===== src/rtl/fsync_gen.sv =====
module fsync_gen #(
  parameter int CLK_DIV   = 4,
  parameter int FRAME_DCL = 512,
  parameter int MF_MAX    = 64
) (
  input  logic                        clk,
  input  logic                        rst_n,
  input  logic                        en,
  input  logic                        mf_req,
  input  logic [$clog2(MF_MAX+1)-1:0] mf_period,
  output logic                        dcl,
  output logic                        fsc,
  output logic                        frame_start,
  output logic                        mf_start
);
  localparam int DW = (CLK_DIV > 2) ? $clog2(CLK_DIV) : 1;
  localparam int FW = $clog2(FRAME_DCL);
  localparam int PW = $clog2(MF_MAX + 1);
  localparam int HALF_DIV   = CLK_DIV / 2;
  localparam int HALF_FRAME = FRAME_DCL / 2;

  logic          run, mk, pend;
  logic [DW-1:0] div, div_n;
  logic [FW-1:0] bitc, bit_n;
  logic [PW-1:0] fcnt;

  logic div_last, bit_last, bnd, mk_new, mk_n;

  assign div_last = (div == DW'(CLK_DIV - 1));
  assign bit_last = (bitc == FW'(FRAME_DCL - 1));
  assign bnd      = !run || (div_last && bit_last);
  assign mk_new   = run && !mk && (pend || ((mf_period != '0) && (fcnt >= mf_period)));
  assign mk_n     = bnd ? mk_new : mk;

  always_comb begin
    div_n = (!run || div_last) ? '0 : div + 1'b1;
    if (!run)
      bit_n = '0;
    else if (div_last)
      bit_n = bit_last ? '0 : bitc + 1'b1;
    else
      bit_n = bitc;
  end

  always_ff @(posedge clk or negedge rst_n) begin
    if (!rst_n) begin
      run <= 1'b0; div <= '0; bitc <= '0; mk <= 1'b0; pend <= 1'b0; fcnt <= '0;
      dcl <= 1'b0; fsc <= 1'b0; frame_start <= 1'b0; mf_start <= 1'b0;
    end else if (!en) begin
      run <= 1'b0; div <= '0; bitc <= '0; mk <= 1'b0; pend <= 1'b0; fcnt <= '0;
      dcl <= 1'b0; fsc <= 1'b0; frame_start <= 1'b0; mf_start <= 1'b0;
    end else begin
      run         <= 1'b1;
      div         <= div_n;
      bitc        <= bit_n;
      mk          <= mk_n;
      pend        <= (pend && !(bnd && mk_new)) || mf_req;
      if (bnd)
        fcnt <= mk_new ? PW'(1) : ((fcnt == PW'(MF_MAX)) ? fcnt : fcnt + 1'b1);
      dcl         <= (div_n < DW'(HALF_DIV));
      fsc         <= mk_n ? (bit_n == '0) : (bit_n < FW'(HALF_FRAME));
      frame_start <= bnd;
      mf_start    <= bnd && mk_new;
    end
  end
endmodule


===== config.mk =====
export PLATFORM = sky130hd
export DESIGN_NAME = fsync_gen
export DESIGN_NICKNAME = d
export VERILOG_FILES = /design/src/rtl/fsync_gen.sv
export SDC_FILE = /design/constraint.sdc
export NUM_CORES = 1
export LEC_CHECK = 0
export ABC_AREA = 1
export ABC_CLOCK_PERIOD_IN_PS = 2000
export BUFFER_PORTS_ARGS = -buffer_cell sky130_fd_sc_hd__clkbuf_2
export CAP_MARGIN = 20
export CORE_MARGIN = 2
export CORE_UTILIZATION = 52
export DETAILED_ROUTE_END_ITERATION = 8
export GPL_ROUTABILITY_DRIVEN = 0
export GPL_TIMING_DRIVEN = 0
export PLACE_DENSITY = 0.74
export SETUP_SLACK_MARGIN = 0.2
export SYNTH_ARGS = -nofsm -noshare
export SYNTH_HDL_FRONTEND = slang
export SYNTH_SLANG_ARGS = --single-unit
export TNS_END_PERCENT = 20

===== constraint.sdc =====
create_clock -name clk -period 2 [get_ports clk]
set_clock_uncertainty 0.15 [all_clocks]
set_input_delay 0.2 -clock clk [delete_from_list [all_inputs] [get_ports clk]]
set_output_delay 0.2 -clock clk [all_outputs]
set_load 0.005 [all_outputs]

==> Word level (Yosys, flattened, before mapping) <==
Cells that the tools add are included.
{ "word_totals": {"output_inout_bits": 4, "register_bits": 25, "input_bits": 11} }
{ "op_classes": {"eq_ne": 5, "magnitude_cmp": 3, "muxes": 19, "n_reduce_logical": 16, "n_addsub": 3} }
{ "ops": {"columns": ["op", "n"], "rows": [
  ["2-to-1 mux 9 bit", 4],
  ["2-to-1 mux 7 bit", 4],
  ["adder 9 x 1 -> 9 bit (second input constant)", 1],
  ["== test 9 bit (second input constant)", 1],
  ["logical NOT 9 bit", 1],
  ["< comparator 9 bit (second input constant)", 1],
  ["2-to-1 mux 1 bit", 9],
  ["adder 7 x 1 -> 7 bit (second input constant)", 1],
  ["== test 7 bit (second input constant)", 1],
  ["greater-or-equal comparator 7 bit", 1],
  ["nonzero test 7 bit", 1],
  ["logical AND 1 bit", 6],
  ["logical OR 1 bit", 4],
  ["2-to-1 mux 2 bit", 2],
  ["logical NOT 1 bit", 3],
  ["!= test 3 bit (second input constant)", 1],
  ["adder 2 x 1 -> 2 bit (second input constant)", 1],
  ["== test 2 bit (second input constant)", 1],
  ["< comparator 2 bit (second input constant)", 1],
  ["!= test 2 x 1 -> 1 bit (second input constant)", 1],
  ["AND reduction 2 bit", 1]
]} }

==> Depth between registers and ports, before layout <==
Gate-level depths: netlist of the first run.
{ "logic_depth": {"ltp_word": 9, "mapped_depth": 14, "mapped_depth_nobuf": 14} }

==> Worst setup path before layout of the first run <==
No wires, ideal clock.
{ "synth_path": {"path_kind": "reg2reg", "start": "register bitc[1]", "end": "register fsc", "setup_ns": 0.073, "required_time_ns": 1.777, "setup_slack_ns": 0.078, "path_stages_with_launch": 13, "period_less_slack_ns": 1.922, "arrival_ns": 1.699, "path_cell_list": "dfrtp_1 -> ha_1 -> nand2_1 -> nor4_1 -> ha_1 -> nand2_1 -> nand2_2 -> inv_2 -> nand3b_1 -> nand2_1 -> nor2_2 -> nand3_1 -> a21oi_2"} }
{ "synth_between": {"elab_chain_len": 7, "elab_cells_between_ends": 12, "cone_classes": "add/sub: 1; order compare: 1; eq/ne: 1; mux: 6; reduce/logical: 3"} }
{ "synth_rtl": {"columns": ["item", "line_no", "text"], "rows": [
  ["start: declaration", "24", "logic [FW-1:0] bitc, bit_n;"],
  ["start signal: assignment", "55", "bitc <= bit_n;"],
  ["adder 9 x 1 -> 9 bit / == test 9 bit (equally long branches)", "40, 30", null],
  ["2-to-1 mux 9 bit", "40", "bit_n = bit_last ? '0 : bitc + 1'b1;"],
  ["2-to-1 mux 9 bit", "39", "else if (div_last)"],
  ["2-to-1 mux 9 bit", "37", "if (!run)"],
  ["< comparator 9 bit / logical NOT 9 bit (equally long branches)", "61", "fsc <= mk_n ? (bit_n == '0) : (bit_n < FW'(HALF_FRAME));"],
  ["2-to-1 mux 1 bit (*)", "61", null],
  ["2-to-1 mux 1 bit (*)", "49", "end else if (!en) begin"],
  ["end signal: assignment", "61", null],
  ["end: declaration", "12", "output logic fsc,"]
]} }
Every way passes the cells marked *; elsewhere a longest branch is shown, timed or not.
A chain may end at the register's enable or synchronous reset.

==> Final worst setup path of the first run <==
{ "layout_path": {"start": "register bitc[5]", "end": "register fsc"} }
Same word-level chain as after synthesis.

==> results.md, run 1 <==
- Starting Density: 0.5542
- Xor/xnor share of the synthesized area: 0.02841
- First-pass DRT Iterations: 4
- Drt total wl: roughly 3200 µm
- # rows: 19
- Total global routing track utilization: 0.2066
- Post-Syn Area: 1541 µm²
- Via density per instance: 5.279
- Rel. slew slack: 0.5957
- Critical Path End Type: flip-flop
- Crit-path cells: nand2_2 > nor4_4 > ha_2 > nand2_2 > nand2_4 > nor3_1 > nor2_1 > nand2_1 > nor2_2 > nand3_1 > a21oi_2
- Critical path's top delay family: simple AND/OR/NAND/NOR gates
- Tightest Pin Transition: between 0.6 and 0.7 ns
- Num CTS Buffers: 3
- Vias: between 1000 and 1500
- H-tree levels: 1
- Synth Register Bits: 25
- Max-cap violations: 0
- Most frequent cells in the layout: nand2_1, inv_1, dfrtp_1, nor2_1
- CORE AREA: between 2000 and 3000 µm²
- CP peak stage delay: 0.45 ns
- Hold Fails Final Rpt: 0
- Post-route minimum period: 1.975 ns
- CTS tree: done
- Final setup fails: 0
- Max Buffers Root-to-Sink: 2
- Post-synth EDFFs: 0
- PortBufs: 14
- Yosys warnings: 0
- Yosys cell types: 23
- WS Path Type: flip-flop to flip-flop
- Crit path max fanout: 5
- Post-Layout Inst Area: about 1900 µm²
- Sink Count: 25
- Critical path buffers and inverters: 0
- Later-pin clock latency in the skew report: around 0.34 ns
- Die Height: about 58 µm
- HP Class: input port to asynchronous set/reset pin
- Wire per inst: about 12 µm
- Die Wd: just under 60 µm
- I/O Pins: 15
- Root Driver: clkbuf_4
- Peak supply drop: roughly 0.47 mV
- Antenna cells: 0
- Period utilization: 0.9874
- Gr ovfl total: 0
- Detail Placement HPWL: roughly 2300 µm
- Critical path's slowest cell: dfrtp_1
- Number of global-route vias before repair: around 1300
- Remaining DRCs: 0
- Static leakage: between 0.001 and 0.0015 µW
- Slew Limit Fails: 0
- Post-synth top area share: 0.4058
- Iteration-0 DRC Markers: between 60 and 70
- Arrival time at the worst endpoint: 2.11 ns
- Max Freq: just over 500 MHz
- Post-Syn Instances: 200
- Post-synthesis adder-cell area fraction: 0.09740
- Largest net degree at the start of global routing: 26
- NumNets Final: ~260
- Largest family of logic cells by synthesized area: simple AND/OR/NAND/NOR gates
- Post-Syn Nets: 223
- RSZ-0062 raised after global routing: true
- Post-route ant nets: 0
- Setup TNS Final: 0 ns
- Initial antenna violation count: 0
- CP Launch Type: flip-flop
- Power Density: 494.6 nW/µm²
- Area leader, netlist: dfrtp_1
- Post-DP Area: between 1500 and 2000 µm²
- Commonest non-fill, non-tap cell in the layout: nand2_1
- Layout cells sized above 1: 0.2650
- Top FF cell, synth: dfrtp_1
- Core Util, Final: 0.6802
- Status: complete, no violations
- Compound-gate portion of the synthesized area: 0.06575
- Most used cell, CP: nand2_2
- Die ar.: 3416 µm²
- Layout area overhead: 22.73%
- First-pass GRT wire length: around 5400 µm
- Clock transition at path regs: roughly 0.16 ns
- Async SR Flop Fraction: 1.000
- Post-synthesis mux area share: 0
- Simple-gate portion of the synthesized area: 0.3101
- Sequential fraction of the synthesis area: 0.4058
- Leading post-synthesis cells by cell area: dfrtp_1, ha_1, nand2_1
- Req. time, crit path: approximately 2.1 ns
- Mean post-synth cell area: approximately 7.7 µm²
flip-flops by register name, indices dropped and copies added, names as in the netlist:
signal / cells
dcl: 1
run: 1
pend: 1
div: 2
fcnt: 7
frame_start: 1
bitc: 9
mf_start: 1
mk: 1
fsc: 1
per-layer routing:
metal	share of wire	global-route usage
met1	0.47	0.2792
met2	0.48	0.3387
met3	0.039	0.01978
met4	0.015	0.08970
met5	0	0
cells in the mapped netlist, drive strengths merged (2+ instances only):
| master | instances |
|---|---|
| nand2 | 43 |
| nand3 | 18 |
| o21ai | 10 |
| clkbuf | 2 |
| nor4 | 2 |
| inv | 34 |
| xor2 | 5 |
| a21oi | 8 |
| nor3 | 7 |
| dfrtp | 25 |
| nand4 | 6 |
| ha | 12 |
| nor2 | 25 |
what timing repair did:
item	CTS	global route
pin swaps	9	5
resized for setup	12	6
hold buffers	3	0
setup endpoints to repair	16	20
endpoints found under the hold margin	27	0
setup buffers	10	3
power breakdown:
group	switching, µW	total, µW	internal (µW)
registers	12.3	534	522
logic	91.7	153	61.7
clock network	171	248	76.8
layout make-up:
class,instances,area (µm²)
Buffer,3,16.27
Multi-Input combinational cell,138,848.3
Clock inverter,1,7.507
Clock buffer,3,22.52
Timing Repair Buffer,30,201.4
Inverter,34,130.1
Tap cell,31,38.79
Fill cell,225,889.6
Sequential cell,25,626.9
path summary, 6_finish.rpt:
path	from	to	slack, ns	cells after the start
setup / recovery	bitc[5]	fsc	0.03	11
hold / removal	rst_n	div[0]	0.22	2
setup reg to reg	bitc[5]	fsc	0.03	11
hold reg to reg	div[0]	div[0]	0.31	1
max in group asynchronous	rst_n	bitc[3]	1.06	2
min in group clk	mf_period[4]	fcnt[1]	0.30	8
cells by family after synthesis:
logic type / count (synthesis)
buffers and inverters: 37
AND/OR/NAND/NOR: 102
flip-flops: 25
XOR/XNOR: 5
AO/OA/AOI/OAI: 19
adder cells (fa/ha/maj): 12
worst reg2reg max path, cell delays in order, from the launching register on:
cell and delay, ns:
dfrtp_1 0.45, nand2_2 0.11, nor4_4 0.26, ha_2 0.23, nand2_2 0.07, nand2_4 0.09, nor3_1 0.05, nor2_1 0.11
nand2_1 0.07, nor2_2 0.12, nand3_1 0.09, a21oi_2 0.13
through the flow:
step | instances | setup slack (ns) | power [µW] | hold WS, ns
2_1_floorplan | 200 | 0.1082 | 621.5 | -0.2456
3_3_place_gp | 245 | -0.1106 | 663.3 | 0.08385
3_5_place_dp | 245 | -0.1427 | 669.7 | 0.08961
4_1_cts | 262 | -0.08512 | 930.1 | 0.2593
5_1_grt | 265 | -0.09831 | 974.2 | 0.2876
6_report | 265 | 0.02512 | 935.7 | 0.2186
Note: power is estimated with default switching activity, not from simulation.
==> run 2, diff against run 1 <==
--- a/config.mk
+++ b/config.mk
@@ -10,11 +10,12 @@
 export BUFFER_PORTS_ARGS = -buffer_cell sky130_fd_sc_hd__clkbuf_2
 export CAP_MARGIN = 20
 export CORE_MARGIN = 2
-export CORE_UTILIZATION = 52
+export CORE_UTILIZATION = 55
+export CTS_BUF_LIST = sky130_fd_sc_hd__clkbuf_4
 export DETAILED_ROUTE_END_ITERATION = 8
 export GPL_ROUTABILITY_DRIVEN = 0
 export GPL_TIMING_DRIVEN = 0
-export PLACE_DENSITY = 0.74
+export PLACE_DENSITY = 0.78
 export SETUP_SLACK_MARGIN = 0.2
 export SYNTH_ARGS = -nofsm -noshare
 export SYNTH_HDL_FRONTEND = slang
==> results.md, run 2 (synthesis results as in run 1) <==
- Worst Reg-to-Reg Cells: 12 (+1)
- Total Power: 916.9 µW (-2.0%)
- Critical path's slowest cell: dfrtp_1
- Num CTS Buffers: 3 (unchanged)
- Max Freq: 497.7 MHz (-1.7%)
- Peak supply drop: 0.7431 mV (+57%)
- Tightest Pin Transition: 0.6378 ns (+0.03138 ns)
- Hold Fails Final Rpt: 0 (unchanged)
- Largest reg by FF count: bitc
- HP Class: input port to asynchronous set/reset pin
- Power Density: 472.2 nW/µm² (-4.5%)
- PortBufs: 14 (unchanged)
- Final std cells w/o fill: 268 (+1.1%)
- Critical Path End Type: flip-flop
- Later-pin clock latency in the skew report: 0.31 ns (-0.03 ns)
- Post-route ant nets: 0 (unchanged)
- Remaining DRCs: 0 (unchanged)
- Root Driver: clkbuf_4
- Worst reg-to-reg setup slack: -0.009 ns (-0.03 ns)
- Number of global-route vias before repair: 1294 (-1.9%)
- Crit path max fanout: 8 (+3)
- Vias: 1394 (-0.36%)
- CP Launch Type: flip-flop
- Final setup fails: 2 (+2)
- Sink Count: 25 (unchanged)
- Gr ovfl total: 0 (unchanged)
- Layout area overhead: 25.97%
- Arrival time at the worst endpoint: 2.12 ns (about the same)
- Failing checks: setup timing
- Initial antenna violation count: 0 (unchanged)
- Crit-path cells: ha_4 > nand2_4 > nor4_4 > ha_2 > nand2_2 > nand2_4 > buf_6 > buf_6 > nand3_4 > nand2_8 > nand3_2 > nand2_1
- Antenna cells: 0 (unchanged)
- Pre-CTS WS: -0.1280 ns (+0.01470 ns)
- Drt total wl: 3298 µm (+4.0%)
- Status: finished, violations left
- Placed Cells: 245 (unchanged)
- Starting Density: 0.5688 (+0.01458)
- Max-cap violations: 0 (unchanged)
- Period utilization: 1.005 (+0.01726)
- CTS tree: done
- Post-DP Area: 1664 µm² (unchanged)
- Final Worst Setup Slack: -0.009405 ns (-0.03453 ns)
- H-tree levels: 1 (unchanged)
- First-pass GRT wire length: 5423 µm (+0.52%)
- WHS: 0.2636 ns (+0.04505 ns)
- Die ar.: 3242 µm² (-5.1%)
- WS Path Type: flip-flop to flip-flop
- Iteration-0 DRC Markers: 53 (-20%)
- Via density per instance: 5.201 (-1.5%)
- Layout cells sized above 1: 0.2827 (+0.01774)
- Post-route minimum period: 2.009 ns (+0.03453 ns)
- Reg2reg start: bitc[0]
- Max reg flops: 9 (unchanged)
- Die Height: 56.94 µm (-2.6%)
- Slew Limit Fails: 0 (unchanged)
- Wire per inst: 12.31 µm (+2.9%)
- Rel. slew slack: 0.5748 (-0.02092)
- Fill count: 211 (-6.2%)
- Commonest non-fill, non-tap cell in the layout: nand2_1
- Most frequent cells in the layout: nand2_1, inv_1, dfrtp_1, nor2_1, nand3_1
- Clock transition at path regs: 0.13 ns (-0.03 ns)
- Total global routing track utilization: 0.2123 (+0.005715)
- First-pass DRT Iterations: 6 (+2)
- Die Wd: 56.94 µm (-2.6%)
- Top flop regs: bitc x9, fcnt x7, div x2
- Post-Layout Inst Area: 1942 µm² (+2.6%)
- RSZ-0062 raised after global routing: true
- CP peak stage delay: 0.41 ns (-0.04 ns)
- Crit Reg-Reg Endpoint: fcnt[0]
- # rows: 19 (unchanged)
- Detail Placement HPWL: 2093 µm (-8.7%)
- CORE AREA: 2710 µm² (-2.6%)
- NumNets Final: 261 (+1.2%)
- Max Buffers Root-to-Sink: 2 (unchanged)
- Static leakage: 0.001036 µW (+3.0%)
- Req. time, crit path: 2.11 ns (-0.03 ns)
- Largest net degree at the start of global routing: 26 (unchanged)
- I/O Pins: 15 (unchanged)
## run 2: where the power goes
group          internal [µW]  total [µW]  switching, µW  leakage (µW)
Combinational           65.2         160           94.7      0.000684
Sequential               522         534           12.4      0.000335
Clock                   74.9         223            148     0.0000177
## run 2: critical path: cells and delay by family (launching register included)
| family | cells | cell delay [ns] |
|---|---|---|
| simple gates | 8 | 0.79 |
| buf+inv | 2 | 0.20 |
| flops | 1 | 0.41 |
| fa+ha+maj | 2 | 0.40 |
## run 2: per-stage QoR
stage               utilization  setup TNS, ns
global route             0.7165        -0.8930
detailed placement       0.6140        -0.6081
finish                   0.7165       -0.01458
CTS                      0.6907              0
floorplan                     -              0
global placement         0.6140        -0.4927
## run 2: routing by layer
layer / GRT usage / vias up / part of all wire
li1: - / 720 / -
met1: 0.2792 / 649 / 0.48
met2: 0.3498 / 21 / 0.48
met3: 0.04762 / 4 / 0.029
met4: 0.06977 / 0 / 0.010
met5: 0 / - / 0
## run 2: cell type report
cell class / instances / area, µm² / area share
multi-input cells: 138 / 868.3 / 0.4472
flip-flops and latches: 25 / 626.9 / 0.3228
repair buffers: 33 / 235.2 / 0.1211
inverters: 34 / 130.1 / 0.06701
well taps: 31 / 38.79 / 0.01997
clock buffers: 3 / 22.52 / 0.01160
plain buffers: 3 / 15.01 / 0.007732
clock inverters: 1 / 5.005 / 0.002577
## run 2: timing repair
| item | in CTS | in global routing |
|---|---|---|
| hold buffers | 3 | 0 |
| endpoints found under the setup margin | 16 | 20 |
| endpoints found under the hold margin | 27 | 0 |
| gates cloned | 0 | 0 |
| pin swaps | 10 | 6 |
| resized for setup | 17 | 6 |
| buffers inserted | 10 | 6 |
## run 2: worst max path at each step
stage | start | endpoint | slack, ns
3_3_place_gp | bitc[1] | fsc | -0.10
3_5_place_dp | bitc[1] | fsc | -0.13
5_1_grt | bitc[4] | fsc | -0.15
6_report | bitc[0] | fcnt[0] | -0.009
2_1_floorplan | bitc[1] | fsc | 0.11
4_1_cts | bitc[0] | fsc | 0.005
==> run 3, diff against run 2 <==
--- a/config.mk
+++ b/config.mk
@@ -17,7 +17,7 @@
 export GPL_TIMING_DRIVEN = 0
 export PLACE_DENSITY = 0.78
 export SETUP_SLACK_MARGIN = 0.2
+export SLEW_MARGIN = 20
 export SYNTH_ARGS = -nofsm -noshare
 export SYNTH_HDL_FRONTEND = slang
 export SYNTH_SLANG_ARGS = --single-unit
-export TNS_END_PERCENT = 20
==> results.md, run 3 (synthesis results as in run 1) <==
- Worst reg-to-reg setup slack: -0.02 ns (about the same)
- Max Freq: 494.0 MHz (-0.73%)
- Peak supply drop: 0.7450 mV (+0.26%)
- Setup TNS Final: -0.04211 ns (-0.02753 ns)
- Crit. Startpoint: bitc[0]
- Antenna cells: 0 (unchanged)
- Fill count: 207 (-1.9%)
- Sink Count: 25 (unchanged)
- First-pass DRT Iterations: 4 (-2)
- Later-pin clock latency in the skew report: 0.32 ns (about the same)
- CP Launch Type: flip-flop
- Core Util, Final: 0.7244 (+0.007849)
- Max reg flops: 9 (unchanged)
- NumNets Final: 261 (unchanged)
- Crit Reg-Reg Endpoint: fcnt[0]
- Tightest Pin Transition: 0.6368 ns (-0.001014 ns)
- Req. time, crit path: 2.12 ns (about the same)
- Wire per inst: 12.63 µm (+2.7%)
- Die Wd: 56.94 µm (unchanged)
- I/O Pins: 15 (unchanged)
- PortBufs: 14 (unchanged)
- Layout cells sized above 1: 0.3122 (+0.02954)
- Crit path max fanout: 8 (unchanged)
- Final Worst Setup Slack: -0.02411 ns (-0.01471 ns)
- Gr ovfl total: 0 (unchanged)
- Die Height: 56.94 µm (unchanged)
- Largest reg by FF count: bitc
- Critical Path End Type: flip-flop
- Slew Limit Fails: 0 (unchanged)
- Period utilization: 1.012 (+0.007353)
- CTS tree: done
- Status: finished, violations left
- Crit-path cells: ha_4 > nand2_4 > nor4_4 > ha_2 > nand2_2 > nand2_4 > buf_6 > buf_6 > nand3_4 > nand2_8 > nand3_2 > nand2_1
- Most frequent cells in the layout: nand2_1, inv_1, dfrtp_1, nor2_1
- Initial antenna violation count: 0 (unchanged)
- Max Buffers Root-to-Sink: 2 (unchanged)
- Num CTS Buffers: 3 (unchanged)
- Seq pwr share: 0.580 (-0.002)
- HP Class: input port to asynchronous set/reset pin
- Setup crit end: fcnt[0]
- Root Driver: clkbuf_4
- Worst Reg-to-Reg Cells: 12 (unchanged)
- CORE AREA: 2710 µm² (unchanged)
- Detail Placement HPWL: 2093 µm (unchanged)
- P_int: 662.9 µW (+0.20%)
- Power Density: 469.3 nW/µm² (-0.61%)
- Max-cap violations: 0 (unchanged)
- Largest net degree at the start of global routing: 26 (unchanged)
- Post-route minimum period: 2.024 ns (+0.01471 ns)
- First-pass GRT wire length: 5423 µm (unchanged)
- Via density per instance: 5.209 (+0.14%)
- Total global routing track utilization: 0.2123 (unchanged)
- Die ar.: 3242 µm² (unchanged)
- H-tree levels: 1 (unchanged)
- Post-route ant nets: 0 (unchanged)
- Layout area overhead: 27.35%
- Vias: 1396 (+0.14%)
- Hold Fails Final Rpt: 0 (unchanged)
- Number of global-route vias before repair: 1294 (unchanged)
- Final setup fails: 3 (+1)
- Reg2reg start: bitc[0]
- Rel. slew slack: 0.5755 (+0.0006770)
- Clock share of power: 0.242 (about the same)
- Arrival time at the worst endpoint: 2.14 ns (+0.02 ns)
- Drt total wl: 3386 µm (+2.7%)
- WS Path Type: flip-flop to flip-flop
- Iteration-0 DRC Markers: 45 (-15%)
- Pre-CTS WS: -0.1280 ns (unchanged)
- Top flop regs: bitc x9, fcnt x7, div x2
- Failing checks: setup timing
- Sw Share: 0.2804 (+0.001977)
- Comb power frac: 0.178 (+0.004)
- RSZ-0062 raised after global routing: true
- Commonest non-fill, non-tap cell in the layout: nand2_1
- CP peak stage delay: 0.41 ns (about the same)
- Critical path's slowest cell: dfrtp_1
- Remaining DRCs: 0 (unchanged)
- Starting Density: 0.5688 (unchanged)
- Psw: 258.4 µW (+1.2%)
- # rows: 19 (unchanged)
- Clock transition at path regs: 0.13 ns (about the same)
- Static leakage: 0.001045 µW (+0.84%)
[run 3: cell counts in the layout (fill, tap and decap cells not counted)]
Identical to the previous run, type by type.
[run 3: power groups by stage]
| stage | combinational (µW) | sequential (µW) | clock, µW |
|---|---|---|---|
| 6_report | 164 | 535 | 223 |
| 2_1_floorplan | 79.2 | 542 | 0 |
| 4_1_cts | 145 | 534 | 231 |
| 3_5_place_dp | 123 | 544 | 0 |
| 5_1_grt | 187 | 536 | 253 |
| 3_3_place_gp | 122 | 544 | 0 |
[run 3: metrics by stage]
stage	std cells	hold slack, ns	total power (µW)	cell area, µm²
2_1_floorplan	200	-0.2456	621.5	1555
5_1_grt	268	0.2852	976.6	1963
3_3_place_gp	245	0.09076	665.4	1664
3_5_place_dp	245	0.08864	667.2	1664
6_report	268	0.2626	921.3	1963
4_1_cts	262	0.2690	910.4	1872
[run 3: critical path: cells and delay by family (launching register included)]
kind,cells,cell delay (ns)
buffers and inverters,2,0.20
adders and majority gates,2,0.40
and+or+nand+nor,8,0.81
DFF,1,0.41
[run 3: how the worst min path moves through the flow]
stage	start	to	cells past startpoint
final	rst_n	dcl	2
after global routing	rst_n	fcnt[3]	2
after CTS	rst_n	fcnt[4]	2
after detailed placement	rst_n	dcl	1
after global placement	rst_n	dcl	1
after floorplan	rst_n	bitc[0]	0
[run 3: area by class of cell]
type | count | area [µm²] | area share
clock buffers | 3 | 22.52 | 0.01147
well taps | 31 | 38.79 | 0.01976
multi-input cells | 138 | 888.4 | 0.4525
clock inverters | 1 | 5.005 | 0.002549
plain buffers | 3 | 16.27 | 0.008286
flip-flops and latches | 25 | 626.9 | 0.3193
repair buffers | 33 | 235.2 | 0.1198
inverters | 34 | 130.1 | 0.06628
[run 3: layer usage]
metal | share of wire | track usage | vias to the layer above
li1 | - | - | 718
met1 | 0.47 | 0.2792 | 646
met2 | 0.49 | 0.3498 | 28
met3 | 0.030 | 0.04762 | 4
met4 | 0.010 | 0.06977 | 0
met5 | 0 | 0 | -
[run 3: repair_timing]
action,in CTS,in global routing
buffers inserted,10,6
setup endpoints to repair,16,20
gates resized for setup,17,14
hold buffers,3,0
hold endpoints to repair,27,0
pin swaps,3,3
